## config.mk

```make
export PLATFORM = sky130hd
export DESIGN_NAME = cmd_ring_ctrl
export DESIGN_NICKNAME = d
export VERILOG_FILES = /design/src/rtl/cq_pkg.sv /design/src/rtl/cq_doorbell.sv /design/src/rtl/cq_ring_ptr.sv /design/src/rtl/cq_completion.sv /design/src/rtl/cmd_ring_ctrl.sv
export SDC_FILE = /design/constraint.sdc
export NUM_CORES = 1
export LEC_CHECK = 0
export BUFFER_PORTS_ARGS = -buffer_cell sky130_fd_sc_hd__buf_2
export CAP_MARGIN = 20
export CORE_ASPECT_RATIO = 0.6
export CORE_MARGIN = 1
export CORE_UTILIZATION = 55
export CTS_BUF_LIST = sky130_fd_sc_hd__clkbuf_8
export CTS_CLUSTER_SIZE = 14
export DETAILED_ROUTE_END_ITERATION = 6
export GPL_ROUTABILITY_DRIVEN = 0
export PLACE_DENSITY = 0.79
export SETUP_SLACK_MARGIN = 0.3
export SYNTH_ARGS = -nofsm -noshare
export SYNTH_HDL_FRONTEND = slang
export SYNTH_HIERARCHICAL = 1
export SYNTH_SLANG_ARGS = --single-unit
```

## constraint.sdc

```tcl
create_clock -name clk -period 7.7 [get_ports clk]
set_input_delay 0.77 -clock clk [delete_from_list [all_inputs] [get_ports clk]]
set_output_delay 0.77 -clock clk [all_outputs]
set_load 0.1 [all_outputs]
```

## src/rtl/cq_pkg.sv

```systemverilog
package cq_pkg;
  localparam int unsigned CNT_W     = 32;
  localparam int unsigned REG_W     = 64;
  localparam int unsigned CMD_SHIFT = 5;   // 32-byte commands

  typedef enum logic [2:0] {
    CQ_ENABLE = 3'd0,
    CQ_ACTIVE = 3'd1,
    CQ_DBELL  = 3'd2,
    CQ_BASE   = 3'd3,
    CQ_SIZE   = 3'd4,
    CQ_NEXT   = 3'd5,
    CQ_THRESH = 3'd6,
    CQ_COMPL  = 3'd7
  } cq_reg_e;
endpackage

```

## src/rtl/cq_doorbell.sv

```systemverilog
module cq_doorbell
  import cq_pkg::*;
(
  input  logic             clk,
  input  logic             rst_n,
  input  logic             wr,
  input  logic [CNT_W-1:0] wdata,
  input  logic             dec,
  output logic [CNT_W-1:0] count
);
  logic [CNT_W-1:0] count_nx;

  always_comb begin
    count_nx = count - CNT_W'(dec);
    if (wr) begin
      if (&wdata) count_nx = '0;
      else        count_nx = count + wdata - CNT_W'(dec);
    end
  end

  always_ff @(posedge clk or negedge rst_n) begin
    if (!rst_n) count <= '0;
    else if (wr || dec) count <= count_nx;
  end
endmodule

```

## src/rtl/cq_ring_ptr.sv

```systemverilog
module cq_ring_ptr
  import cq_pkg::*;
#(
  parameter int unsigned ADDR_W = 64
) (
  input  logic              clk,
  input  logic              rst_n,
  input  logic              wr,
  input  logic [ADDR_W-1:0] wdata,
  input  logic [CNT_W-1:0]  size,
  input  logic              adv,
  output logic [ADDR_W-1:0] offset
);
  localparam int unsigned SLOT_W = ADDR_W - CMD_SHIFT;

  logic [ADDR_W:0]   slot_inc;
  logic [ADDR_W:0]   size_ext;
  logic [ADDR_W-1:0] offset_nx;

  assign slot_inc = (ADDR_W+1)'(offset[ADDR_W-1:CMD_SHIFT]) + (ADDR_W+1)'(1);
  assign size_ext = (ADDR_W+1)'(size);

  always_comb begin
    if (wr)
      offset_nx = {wdata[ADDR_W-1:CMD_SHIFT], CMD_SHIFT'(0)};
    else if (slot_inc >= size_ext)
      offset_nx = '0;
    else
      offset_nx = {slot_inc[SLOT_W-1:0], CMD_SHIFT'(0)};
  end

  always_ff @(posedge clk or negedge rst_n) begin
    if (!rst_n) offset <= '0;
    else if (wr || adv) offset <= offset_nx;
  end
endmodule

```

## src/rtl/cq_completion.sv

```systemverilog
module cq_completion
  import cq_pkg::*;
(
  input  logic             clk,
  input  logic             rst_n,
  input  logic             done,
  input  logic             wr,
  input  logic [CNT_W-1:0] wdata,
  input  logic             resend,
  input  logic [CNT_W-1:0] thresh,
  output logic [CNT_W-1:0] count,
  output logic             status,
  output logic             irq
);
  logic [CNT_W-1:0] count_nx;
  logic             status_nx;
  logic             irq_nx;

  always_comb begin
    count_nx  = count + CNT_W'(done) - (wr ? wdata : '0);
    status_nx = (thresh != '0) && (count_nx >= thresh);
    irq_nx    = (status_nx && !status) || (wr && resend && status_nx);
  end

  always_ff @(posedge clk or negedge rst_n) begin
    if (!rst_n) begin
      count  <= '0;
      status <= 1'b0;
      irq    <= 1'b0;
    end else begin
      if (wr || done) count <= count_nx;
      status <= status_nx;
      irq    <= irq_nx;
    end
  end
endmodule

```

## src/rtl/cmd_ring_ctrl.sv

```systemverilog
module cmd_ring_ctrl
  import cq_pkg::*;
#(
  parameter int unsigned ADDR_W   = 64,
  parameter int unsigned FLIGHT_W = 8
) (
  input  logic              clk,
  input  logic              rst_n,
  input  logic              reg_we,
  input  logic [2:0]        reg_waddr,
  input  logic [REG_W-1:0]  reg_wdata,
  input  logic [2:0]        reg_raddr,
  output logic [REG_W-1:0]  reg_rdata,
  output logic              fetch_req,
  output logic [ADDR_W-1:0] fetch_addr,
  input  logic              fetch_ack,
  input  logic              cmd_done,
  output logic              cmpl_irq
);
  logic rst_meta_n, rst_sync_n;
  always_ff @(posedge clk or negedge rst_n) begin
    if (!rst_n) begin
      rst_meta_n <= 1'b0;
      rst_sync_n <= 1'b0;
    end else begin
      rst_meta_n <= 1'b1;
      rst_sync_n <= rst_meta_n;
    end
  end

  logic wr_en, wr_dbell, wr_base, wr_size, wr_next, wr_thr, wr_cmpl;
  always_comb begin
    wr_en    = reg_we && (cq_reg_e'(reg_waddr) == CQ_ENABLE);
    wr_dbell = reg_we && (cq_reg_e'(reg_waddr) == CQ_DBELL);
    wr_base  = reg_we && (cq_reg_e'(reg_waddr) == CQ_BASE);
    wr_size  = reg_we && (cq_reg_e'(reg_waddr) == CQ_SIZE);
    wr_next  = reg_we && (cq_reg_e'(reg_waddr) == CQ_NEXT);
    wr_thr   = reg_we && (cq_reg_e'(reg_waddr) == CQ_THRESH);
    wr_cmpl  = reg_we && (cq_reg_e'(reg_waddr) == CQ_COMPL);
  end

  logic              en_q;
  logic [ADDR_W-1:0] base_q;
  logic [CNT_W-1:0]  size_q, thr_q;
  logic [FLIGHT_W-1:0] flight_q, flight_nx;
  logic [CNT_W-1:0]  dbell;
  logic [ADDR_W-1:0] offset;
  logic [CNT_W-1:0]  cmpl_cnt;
  logic              cmpl_status;
  logic              accept, active;

  assign accept    = fetch_req && fetch_ack;
  assign fetch_req = en_q && (dbell != '0);
  assign fetch_addr = base_q + offset;
  assign active    = en_q || (flight_q != '0);
  assign flight_nx = flight_q + FLIGHT_W'(accept) - FLIGHT_W'(cmd_done);

  always_ff @(posedge clk or negedge rst_sync_n) begin
    if (!rst_sync_n) begin
      en_q     <= 1'b0;
      base_q   <= '0;
      size_q   <= '0;
      thr_q    <= '0;
      flight_q <= '0;
    end else begin
      if (wr_en)   en_q   <= reg_wdata[0];
      if (wr_base) base_q <= {reg_wdata[ADDR_W-1:CMD_SHIFT], CMD_SHIFT'(0)};
      if (wr_size) size_q <= reg_wdata[CNT_W-1:0];
      if (wr_thr)  thr_q  <= reg_wdata[CNT_W-1:0];
      if (accept || cmd_done) flight_q <= flight_nx;
    end
  end

  cq_doorbell u_dbell (
    .clk(clk), .rst_n(rst_sync_n), .wr(wr_dbell),
    .wdata(reg_wdata[CNT_W-1:0]), .dec(accept), .count(dbell)
  );

  cq_ring_ptr #(.ADDR_W(ADDR_W)) u_ptr (
    .clk(clk), .rst_n(rst_sync_n), .wr(wr_next),
    .wdata(reg_wdata[ADDR_W-1:0]), .size(size_q), .adv(accept), .offset(offset)
  );

  cq_completion u_cmpl (
    .clk(clk), .rst_n(rst_sync_n), .done(cmd_done), .wr(wr_cmpl),
    .wdata(reg_wdata[CNT_W-1:0]), .resend(reg_wdata[CNT_W+1]),
    .thresh(thr_q), .count(cmpl_cnt), .status(cmpl_status), .irq(cmpl_irq)
  );

  always_comb begin
    reg_rdata = '0;
    case (cq_reg_e'(reg_raddr))
      CQ_ENABLE: reg_rdata = REG_W'(en_q);
      CQ_ACTIVE: reg_rdata = REG_W'(active);
      CQ_DBELL:  reg_rdata = REG_W'(dbell);
      CQ_BASE:   reg_rdata = REG_W'(base_q);
      CQ_SIZE:   reg_rdata = REG_W'(size_q);
      CQ_NEXT:   reg_rdata = REG_W'(offset);
      CQ_THRESH: reg_rdata = REG_W'(thr_q);
      CQ_COMPL:  reg_rdata = REG_W'(cmpl_cnt) | (REG_W'(cmpl_status) << CNT_W);
      default:   reg_rdata = '0;
    endcase
  end
endmodule

```

Yosys cells after proc, flatten, opt, wreduce, memory -nomap -nowiden
Cells that the tools add are included.
{"block": "totals", "in_bits": 75, "wordCells": 69, "register_bits": 264, "output_inout_bits": 130}
{"block": "op_classes", "magnitude_cmp": 2, "n_reduce_logical": 26, "eq_ne": 13, "add_sub_neg": 9, "n_bitwise": 1, "n_mux": 6}
{"cell": "$pmux 64 s8", "count": 1}
{"cell": "$mux 64", "count": 2}
{"cell": "$mux 32", "count": 3}
{"cell": "$ge 65x32->1", "count": 1}
{"cell": "$add 64x64->64", "count": 1}
{"cell": "$reduce_bool 32->1", "count": 2}
{"cell": "$sub 32x1->32", "count": 2}
{"cell": "$add 59x1->60 const B", "count": 1}
{"cell": "$or 32x33->33", "count": 1}
{"cell": "$add 32x1->32", "count": 1}
{"cell": "$add 32x32->32", "count": 1}
{"cell": "$ge 32x32->1", "count": 1}
{"cell": "$reduce_and 32->1", "count": 1}
{"cell": "$sub 32x32->32", "count": 1}
{"cell": "$eq 3x3->1 const B", "count": 8}
{"cell": "$logic_and 1x1->1", "count": 13}
{"cell": "$eq 3x2->1 const B", "count": 4}
{"cell": "$add 8x1->8", "count": 1}
{"cell": "$reduce_bool 8->1", "count": 1}
{"cell": "$sub 8x1->8", "count": 1}
{"cell": "$logic_not 3->1", "count": 2}
{"cell": "$logic_or 1x1->1", "count": 6}
{"cell": "$eq 3x1->1 const B", "count": 1}
{"cell": "$logic_not 1->1", "count": 1}

Logic depth before layout (Yosys ltp)
Gate-level depths: netlist of the first run.
{"block": "logic_depth", "ltp_word": 8, "ltp_mapped": 24, "ltp_nobuf": 23}

By module
The synthesis of the first run kept the hierarchy.
{"mod": "cmd_ring_ctrl", "instances": 1, "seq_area_each_um2": 3353.2, "area_each_um2": 10166.0, "cells_each": 1054}
{"mod": "cq_ring_ptr", "instances": 1, "seq_area_each_um2": 1476.4, "area_each_um2": 5086.1, "cells_each": 620}
{"mod": "cq_doorbell", "instances": 1, "seq_area_each_um2": 800.8, "area_each_um2": 4474.3, "cells_each": 603}
{"mod": "cq_completion", "instances": 1, "seq_area_each_um2": 850.8, "area_each_um2": 4461.8, "cells_each": 529}

Worst setup path after synthesis of the first run
Ideal clock, no wire load.
{"block": "synth_path", "path_type": "register -> output", "start": "reg u_ptr.offset[5]", "end": "out fetch_addr[57]", "setup_slack_ps": 2370, "arrival_time_ps": 4560, "path_stages_with_launch": 12, "n_path_buf": 0, "cell_sequence": "dfrtp_1 ha_1 fa_1 a21o_1 a221o_1 a221o_1 a21o_1 o21ba_4 a311oi_4 o21a_4 o21ai_2 xnor2_1"}
{"block": "synth_via", "elab_chain_len": 1}
{"item": "from (decl)", "line_no": "cq_ring_ptr.sv:12", "text": "output logic [ADDR_W-1:0] offset"}
{"item": "from (signal assigned)", "line_no": "cq_ring_ptr.sv:34", "text": "else if (wr || adv) offset <= offset_nx;"}
{"item": "$add 64x64->64", "line_no": "cmd_ring_ctrl.sv:54", "text": "assign fetch_addr = base_q + offset;"}
{"item": "to (decl)", "line_no": "cmd_ring_ctrl.sv:15", "text": "output logic [ADDR_W-1:0] fetch_addr,"}
No other way between the ends.

Worst setup path after layout of the first run
{"block": "layout_path", "start": "in reg_waddr[0]", "end": "reg u_cmpl.irq"}
{"block": "layout_via", "elab_chain_len": 8, "word_cells_on_any_way": 10}
{"item": "from (decl)", "line_no": "cmd_ring_ctrl.sv:10", "text": "input logic [2:0] reg_waddr,"}
{"item": "$eq 3x3->1 (*)", "line_no": "cmd_ring_ctrl.sv:39", "text": "wr_cmpl = reg_we && (cq_reg_e'(reg_waddr) == CQ_COMPL);"}
{"item": "$logic_and 1x1->1 (*)", "line_no": "cmd_ring_ctrl.sv:39"}
{"item": "via wr_cmpl", "line_no": "cmd_ring_ctrl.sv:31", "text": "logic wr_en, wr_dbell, wr_base, wr_size, wr_next, wr_thr, wr_cmpl;"}
{"item": "$mux 32 (*)", "line_no": "cq_completion.sv:20", "text": "count_nx = count + CNT_W'(done) - (wr ? wdata : '0);"}
{"item": "$sub 32x32->32 (*)", "line_no": "cq_completion.sv:20"}
{"item": "via u_cmpl.count_nx[31]", "line_no": "cq_completion.sv:15", "text": "logic [CNT_W-1:0] count_nx;"}
{"item": "$ge 32x32->1 (*)", "line_no": "cq_completion.sv:21", "text": "status_nx = (thresh != '0) && (count_nx >= thresh);"}
{"item": "$logic_and 1x1->1 (*)", "line_no": "cq_completion.sv:21"}
{"item": "$logic_and 1x1->1", "line_no": "cq_completion.sv:22", "text": "irq_nx = (status_nx && !status) || (wr && resend && status_nx);"}
{"item": "$logic_or 1x1->1 (*)", "line_no": "cq_completion.sv:22"}
{"item": "via u_cmpl.irq_nx", "line_no": "cq_completion.sv:17", "text": "logic irq_nx;"}
{"item": "to (signal assigned)", "line_no": "cq_completion.sv:33", "text": "irq <= irq_nx;"}
{"item": "to (decl)", "line_no": "cq_completion.sv:13", "text": "output logic irq"}
The timed path passes the listed nets; every way through them passes the cells marked *.
A chain may end at the register's enable or synchronous reset.

==> key figures, run 1 <==
Routing
  • Final WL: just under 90,000 um
  • Via count: roughly 24,000
  • Number of routed nets with antenna violations: 0
  • Avg WL per Cell: 24.6 um
  • Detailed-route DRC error count: 0
  • Drt pass-1 iters: 7
  • Via density: roughly 6.8
  • Initial drt markers: 4,242

Timing
  • Endpoints failing setup: 0
  • Slew Viols, Final: 0
  • Unrepaired setup endpoints after global routing: no
  • Final period utilization: 78.4%
  • Setup_tns: 0 ps
  • Rel. slew slack: 25.1%
  • Clock skew: 51.2 ps
  • Worst Tran Pin Value: 1120 ps
  • Final hold vios: 0
  • Peak Freq: 166 MHz
  • Minimum clock period: just over 6000 ps

Logic synthesis
  • Mean area per synthesized cell: between 8 and 9 um2
  • Async set-or-reset flop fraction in the synthesized netlist: between 90% and 100%
  • #FFs+latches synth: 259
  • Adder-cell share of the synthesized area: 13.8%
  • Cell count after synthesis: between 2,000 and 3,000
  • Yosys Warn Count: 6
  • Synth Area in Compound Gates: between 20% and 30%
  • Multiplexer share of the synthesized area: 7.64%
  • Synth Flop Type: dfrtp_1
  • Post-Synth Simple-Gate Area: 18.4%
  • Post-synth cell types: ~110
  • Synthesized cell area: approximately 24,000 um2
  • Number of synthesized flops with an enable pin: 0
  • Main combinational cell family by area after synthesis: compound AO/OA/AOI/OAI gates
  • Synth Area in XOR/XNOR: 5.36%
  • Sequential cell area fraction in the yosys report: 26.8%

Clock tree
  • CTS tree: yes
  • Clock-pin slew on the worst setup and hold paths: 70 ps
  • CTS max path bufs: 3
  • CTS resizes: 0
  • Sinks on Clock Net: between 200 and 300
  • CTS buffer count: 45
  • Clock latency on the worst-skew pair: 630 ps
  • H-tree Lvls: 2
  • Clock root buffer: clkbuf_8

Power
  • Flop pwr share: between 20% and 30%
  • Pwr/cell area: roughly 440 nW/um2
  • P_leak: between 10 and 15 nW
  • Internal: 0.00515 W
  • Gate power share: 67.8%
  • Psw: approximately 0.0066 W
  • Clock Power Share: 12.1%
  • Switching share of power: 56.2%
  • Pwr Total: around 0.012 W
  • Peak supply drop: 386 uV

Global routing
  • GRT Total Usage: 38.2%
  • Vias in the first global route: 22,600
  • GR Util met3: 16.3%
  • Met2 usage: 51.2%
  • Grt peak-use layer: met1
  • Met1 usage: 53.6%
  • Aggregate global routing overflow: 0
  • Largest net degree at the start of global routing: roughly 140
  • Global-route wire length before repair: between 100,000 and 150,000 um
  • Initial antenna violation count: 8

Die
  • Die Width: 273 um
  • Die area: 44,800 um2
  • Top Ports: just over 200
  • Rows: slightly below 60
  • Die Y: 164 um
  • Starting Density: a little under three fifths
  • Placeable Area: 43,300 um2

Layout
  • Share of cells above drive strength 1: 18.2%
  • Non-Filler Instances: 3,580
  • Final #Nets: 3,298
  • Fill cells: 3,662
  • Area Growth Syn to Fin: 9.94%
  • FF/Latch Area: 6480 um2
  • Area of the multi-input gates: ~16,000 um2
  • Most frequent cells in the layout: 261 x inv_1, 261 x ha_1, 258 x dfrtp_1

Worst setup path
  • Worst setup EP type: flip-flop
  • Startpoint types: input pin
  • Critical-path maximum fanout: 22
  • Reg2reg setup slack: 2370 ps
  • Setup Crit Path Kind: input pin to flip-flop
  • Worst endpoint required time: 8240 ps
  • WP data arrival: about 6600 ps

Status
  • Outcome: finished, final reports clean

Run
  • Number of max-cap violations: 0

Worst hold path
  • Hold/Removal Path Class: flip-flop to flip-flop

Placed design
  • IO Port Bufs: roughly 200
  • Dpl cells: 3,488
  • Post-DP HPWL: 66,600 um
metrics by stage:
stage                     instance area, um2  setup WS [ps]  hold WS, ps  utilization (%)
after floorplan                        24200           2370          331                -
after global placement                 25600           1890          342             59.0
after CTS                              26600           2020          347             61.3
final                                  26600           1660          349             61.4
after detailed placement               25600           1370          341             59.0
after global routing                   26600           1470          359             61.4
final timing paths:
| path | cells after the start | from | endpoint |
|---|---|---|---|
| max reg2reg | 17 | u_ptr/offset[6] | u_ptr/offset[14] |
| min reg2reg | 0 | rst_meta_n | rst_sync_n |
| min | 0 | rst_meta_n | rst_sync_n |
| max | 21 | reg_waddr[0] | u_cmpl/irq |
| max in group asynchronous | 2 | rst_sync_n | u_ptr/offset[51] |
| min in group asynchronous | 0 | rst_sync_n | u_dbell/count[20] |
power groups by stage:
stage / Sequential [W] / Clock [W] / Combinational (W)
finish: 0.00236 / 0.00143 / 0.00797
global route: 0.00237 / 0.00149 / 0.00844
CTS: 0.00230 / 0.00143 / 0.00766
detailed placement: 0.00232 / 0 / 0.00761
global placement: 0.00229 / 0 / 0.00725
floorplan: 0.00208 / 0 / 0.00606
flip-flops by register name, summed over array words and instances (netlist names):
register       flops
flight_q           8
base_q            59
u_cmpl/count      32
size_q            32
u_ptr/offset      59
rst_sync_n         1
u_cmpl/status      1
thr_q             32
u_dbell/count     32
en_q               1
rst_meta_n         1
u_cmpl/irq         1
cells by family (layout without fill, tap and decap cells):
kind of cell,Yosys count,in the layout
multiplexers,161,161
other,2,12
buffers and inverters,373,558
AND/OR/NAND/NOR,836,836
AO/OA/AOI/OAI,762,762
XOR/XNOR,148,148
flip-flops,259,259
adder cells (fa/ha/maj),265,265
synthesized netlist by cell type, types with 84 or more instances:
library cell	number	share of area (%)
a21oi_1	181	3.7
a22oi_1	101	3.1
clkbuf_1	84	1.3
dfrtp_1	259	27
ha_1	261	14
inv_1	250	3.9
mux2_2	148	6.9
nand2_1	241	3.7
nand3_1	88	1.8
nor2_1	144	2.2
o21ai_0	121	2.5
xnor2_1	99	3.6
critical path, stage by stage:
cell and delay (ps):
buf_2 150, nand2_1 130, nor2_2 880, nand2_1 110, ha_1 340, ha_1 400, a21o_1 200, a21oi_1 240
o211ai_1 140, a221oi_2 390, inv_1 140, o41ai_1 620, o21bai_1 150, xnor2_1 160, ha_1 320, nand4_1 130
nor2_1 120, o21ai_0 130, a2111oi_0 510, o21ai_0 240, a32oi_1 280
area by class of cell:
type / instances / area share (%)
tap: 579 / 2.72
multi-input combinational: 2178 / 61.1
inverter: 251 / 3.54
sequential: 259 / 24.4
clock buffer: 56 / 2.90
timing repair buffer: 223 / 4.49
clock inverter: 28 / 0.828
antenna: 6 / 0.0565
per-layer routing:
metal | share of wire (%) | vias to the layer above
li1 | - | 10600
met1 | 41 | 11500
met2 | 39 | 1940
met3 | 16 | 323
met4 | 4.0 | 2
met5 | 0.15 | -
what timing repair did:
item                                   CTS  global route
endpoints found under the hold margin    2             0
hold buffers                             1             0
buffers inserted                         0             0
setup endpoints to repair                0             0
(Power assumes the default switching activity.)
==> inputs of run 2 (changes only) <==
Clock period 7.7 ns to 5.03 ns, I/O delays scaled along.
==> key figures, run 2 (synthesized netlist as in run 1, its figures left out) <==
Worst setup path
  • CP max-delay cell: a311oi_4
  • Worst endpoint required time: 4530 ps
  • Worst setup EP type: output pin
  • Startpoint types: flip-flop
  • Critical-path cell list: buf_6 -> ha_4 -> fa_2 -> a21o_1 -> a221o_1 -> a221o_1 -> a21o_1 -> o21ba_4 -> a311oi_4 -> o21a_4 -> buf_4 -> xnor2_2 -> buf_8
  • Delay-heaviest family, CP: compound AO/OA/AOI/OAI gates
  • WP data arrival: 4330 ps
  • Buf+Inv Stages, Crit Path: 3
  • Critical-path maximum fanout: 6
  • CP max stage delay: 460 ps
  • Setup Crit Path Kind: flip-flop to output pin

Global routing
  • Largest net degree at the start of global routing: 176
  • Global-route wire length before repair: 134,000 um
  • Initial antenna violation count: 7
  • Aggregate global routing overflow: 0
  • Vias in the first global route: 22,600
  • GRT Total Usage: 38.8%

Layout
  • Regs by FF count: base_q x59, u_ptr/offset x59
  • Share of cells above drive strength 1: 21.2%
  • Non-Filler Instances: 3,651
  • Final #Nets: 3,371
  • Most frequent cells in the layout: 259 x inv_1, 257 x dfrtp_1, 256 x ha_1
  • Most common cell after layout, fill and taps aside: inv_1
  • Fill cells: approximately 3,500
  • Post-route cell area: 27,500 um2
  • Area Growth Syn to Fin: 13.7%

Clock tree
  • Sinks on Clock Net: 259
  • CTS buffer count: 44
  • CTS max path bufs: 3
  • CTS tree: yes
  • Clock root buffer: clkbuf_8
  • Clock latency on the worst-skew pair: 630 ps
  • Clock-pin slew on the worst setup and hold paths: 60 ps
  • H-tree Lvls: 2

Timing
  • Rel. slew slack: 22.0%
  • Final hold vios: 0
  • Clock skew: 50.6 ps
  • Minimum clock period: 4840 ps
  • Fin worst setup slack: between 150 and 200 ps
  • Unrepaired setup endpoints after global routing: yes
  • Worst Tran Pin Value: around 1200 ps
  • Final period utilization: around 96%
  • Peak Freq: 207 MHz
  • Slew Viols, Final: 0
  • Endpoints failing setup: 0

Power
  • Internal: approximately 0.0081 W
  • Pwr/cell area: roughly 670 nW/um2
  • Clock Power Share: 11.7%
  • Pwr Total: 0.0183 W
  • Gate power share: 69.1%
  • Peak supply drop: 535 uV
  • P_leak: approximately 13 nW
  • Flop pwr share: 19.2%
  • Switching share of power: a little under three fifths
  • Psw: 0.0102 W

Routing
  • Avg WL per Cell: 24.7 um
  • Initial drt markers: 3,821
  • Top layer in use: met5
  • Via count: 24,800
  • Number of routed nets with antenna violations: 0
  • Drt pass-1 iters: 7
  • DR WL met3: between 15,000 and 20,000 um
  • WL met2: 34,100 um
  • Met1 wire length: 36,500 um
  • Final WL: 90,300 um
  • Detailed-route DRC error count: 37
  • Via density: approximately 7

Placed design
  • Dpl cells: 3,541
  • Worst slack, placed: -124 ps
  • Placed inst area: 26,000 um2
  • Post-DP HPWL: 68,400 um
  • IO Port Bufs: 199

Run
  • Number of max-cap violations: 0

Status
  • Outcome: finished, violations left
  • Failing checks: design-rule violations

Die
  • Die area: around 45,000 um2
  • Die Width: 273 um
  • Die Y: 164 um
  • Rows: 59
  • Starting Density: 55.8%
  • Top Ports: between 200 and 250
  • Placeable Area: 43,300 um2

Worst hold path
  • Hold/Removal Path Class: input pin to flip-flop
## run 2: cell count changes in the layout (fill, tap and decap cells not counted), moves of 4 or more
| cell | change |
|---|---|
| buf_4 | +74 |
| buf_2 | -17 |
| buf_6 | +7 |
| ha_1 | -5 |
| a21oi_1 | -4 |
| a21oi_2 | +4 |
| buf_12 | +4 |
| clkbuf_4 | +4 |
| clkinvlp_4 | -4 |
| ha_2 | +4 |
| o21ai_0 | -4 |
| xnor2_1 | -4 |
## run 2: worst register-to-register path, stage by stage, from the launching register on
cell and delay (ps):
dfrtp_1 630, nand4_2 310, nor4_1 580, buf_4 250, and2_1 290, nand3_1 160, xnor2_1 320, ha_1 310
nand4_1 180, o22ai_1 120, nor4b_1 340, o2111ai_1 240, nor4_4 240, buf_12 230, nand3_4 190, o211ai_2 240
## run 2: layer usage
metal  track usage [%]  up-vias
met5              1.32        -
met4              12.9        4
met3              20.5      338
met2              50.5     1977
met1              53.5    11800
li1                  -    10700
## run 2: what timing repair did
item	in CTS	in global routing
resized for setup	27	52
hold buffers	1	0
setup endpoints to repair	18	53
pin swaps	7	18
setup buffers	6	14
hold endpoints to repair	2	0
cloned	0	1
## run 2: area by class of cell
type                            count  area [um2]  share of cell area [%]
Antenna cell                        9        22.5                  0.0819
Sequential cell                   259        6490                    23.6
Tap cell                          579         724                    2.63
Clock buffer                       56         771                    2.80
Clock inverter                     22         188                   0.682
Multi-Input combinational cell   2179       16500                    60.0
Inverter                          251         942                    3.43
Timing Repair Buffer              296        1870                    6.80
## run 2: path summary, 6_finish.rpt
kind,slack (ps),start,end,cells after the start
min,130,reg_wdata[41],u_ptr/offset[41],3
max,190,u_ptr/offset[5],fetch_addr[55],13
min in group asynchronous,190,rst_sync_n,base_q[56],0
max in group asynchronous,3510,rst_sync_n,size_q[9],1
max reg2reg,310,u_ptr/offset[28],u_ptr/offset[28],15
min reg2reg,190,rst_sync_n,base_q[56],0
## run 2: metrics by stage
| step | TNS (ps) | hold WS, ps | utilization, % |
|---|---|---|---|
| 2_1_floorplan | 0 | 207 | - |
| 3_3_place_gp | 0 | 178 | 60.0 |
| 3_5_place_dp | -124 | 187 | 60.0 |
| 4_1_cts | 0 | 107 | 62.6 |
| 5_1_grt | 0 | 129 | 63.4 |
| 6_report | 0 | 126 | 63.5 |
## run 2: power groups by stage
stage | logic (W) | registers (W) | clock network, W
4_1_cts | 0.0120 | 0.00343 | 0.00214
5_1_grt | 0.0134 | 0.00354 | 0.00224
3_5_place_dp | 0.0118 | 0.00346 | 0
2_1_floorplan | 0.00929 | 0.00319 | 0
3_3_place_gp | 0.0114 | 0.00343 | 0
6_report | 0.0127 | 0.00351 | 0.00214
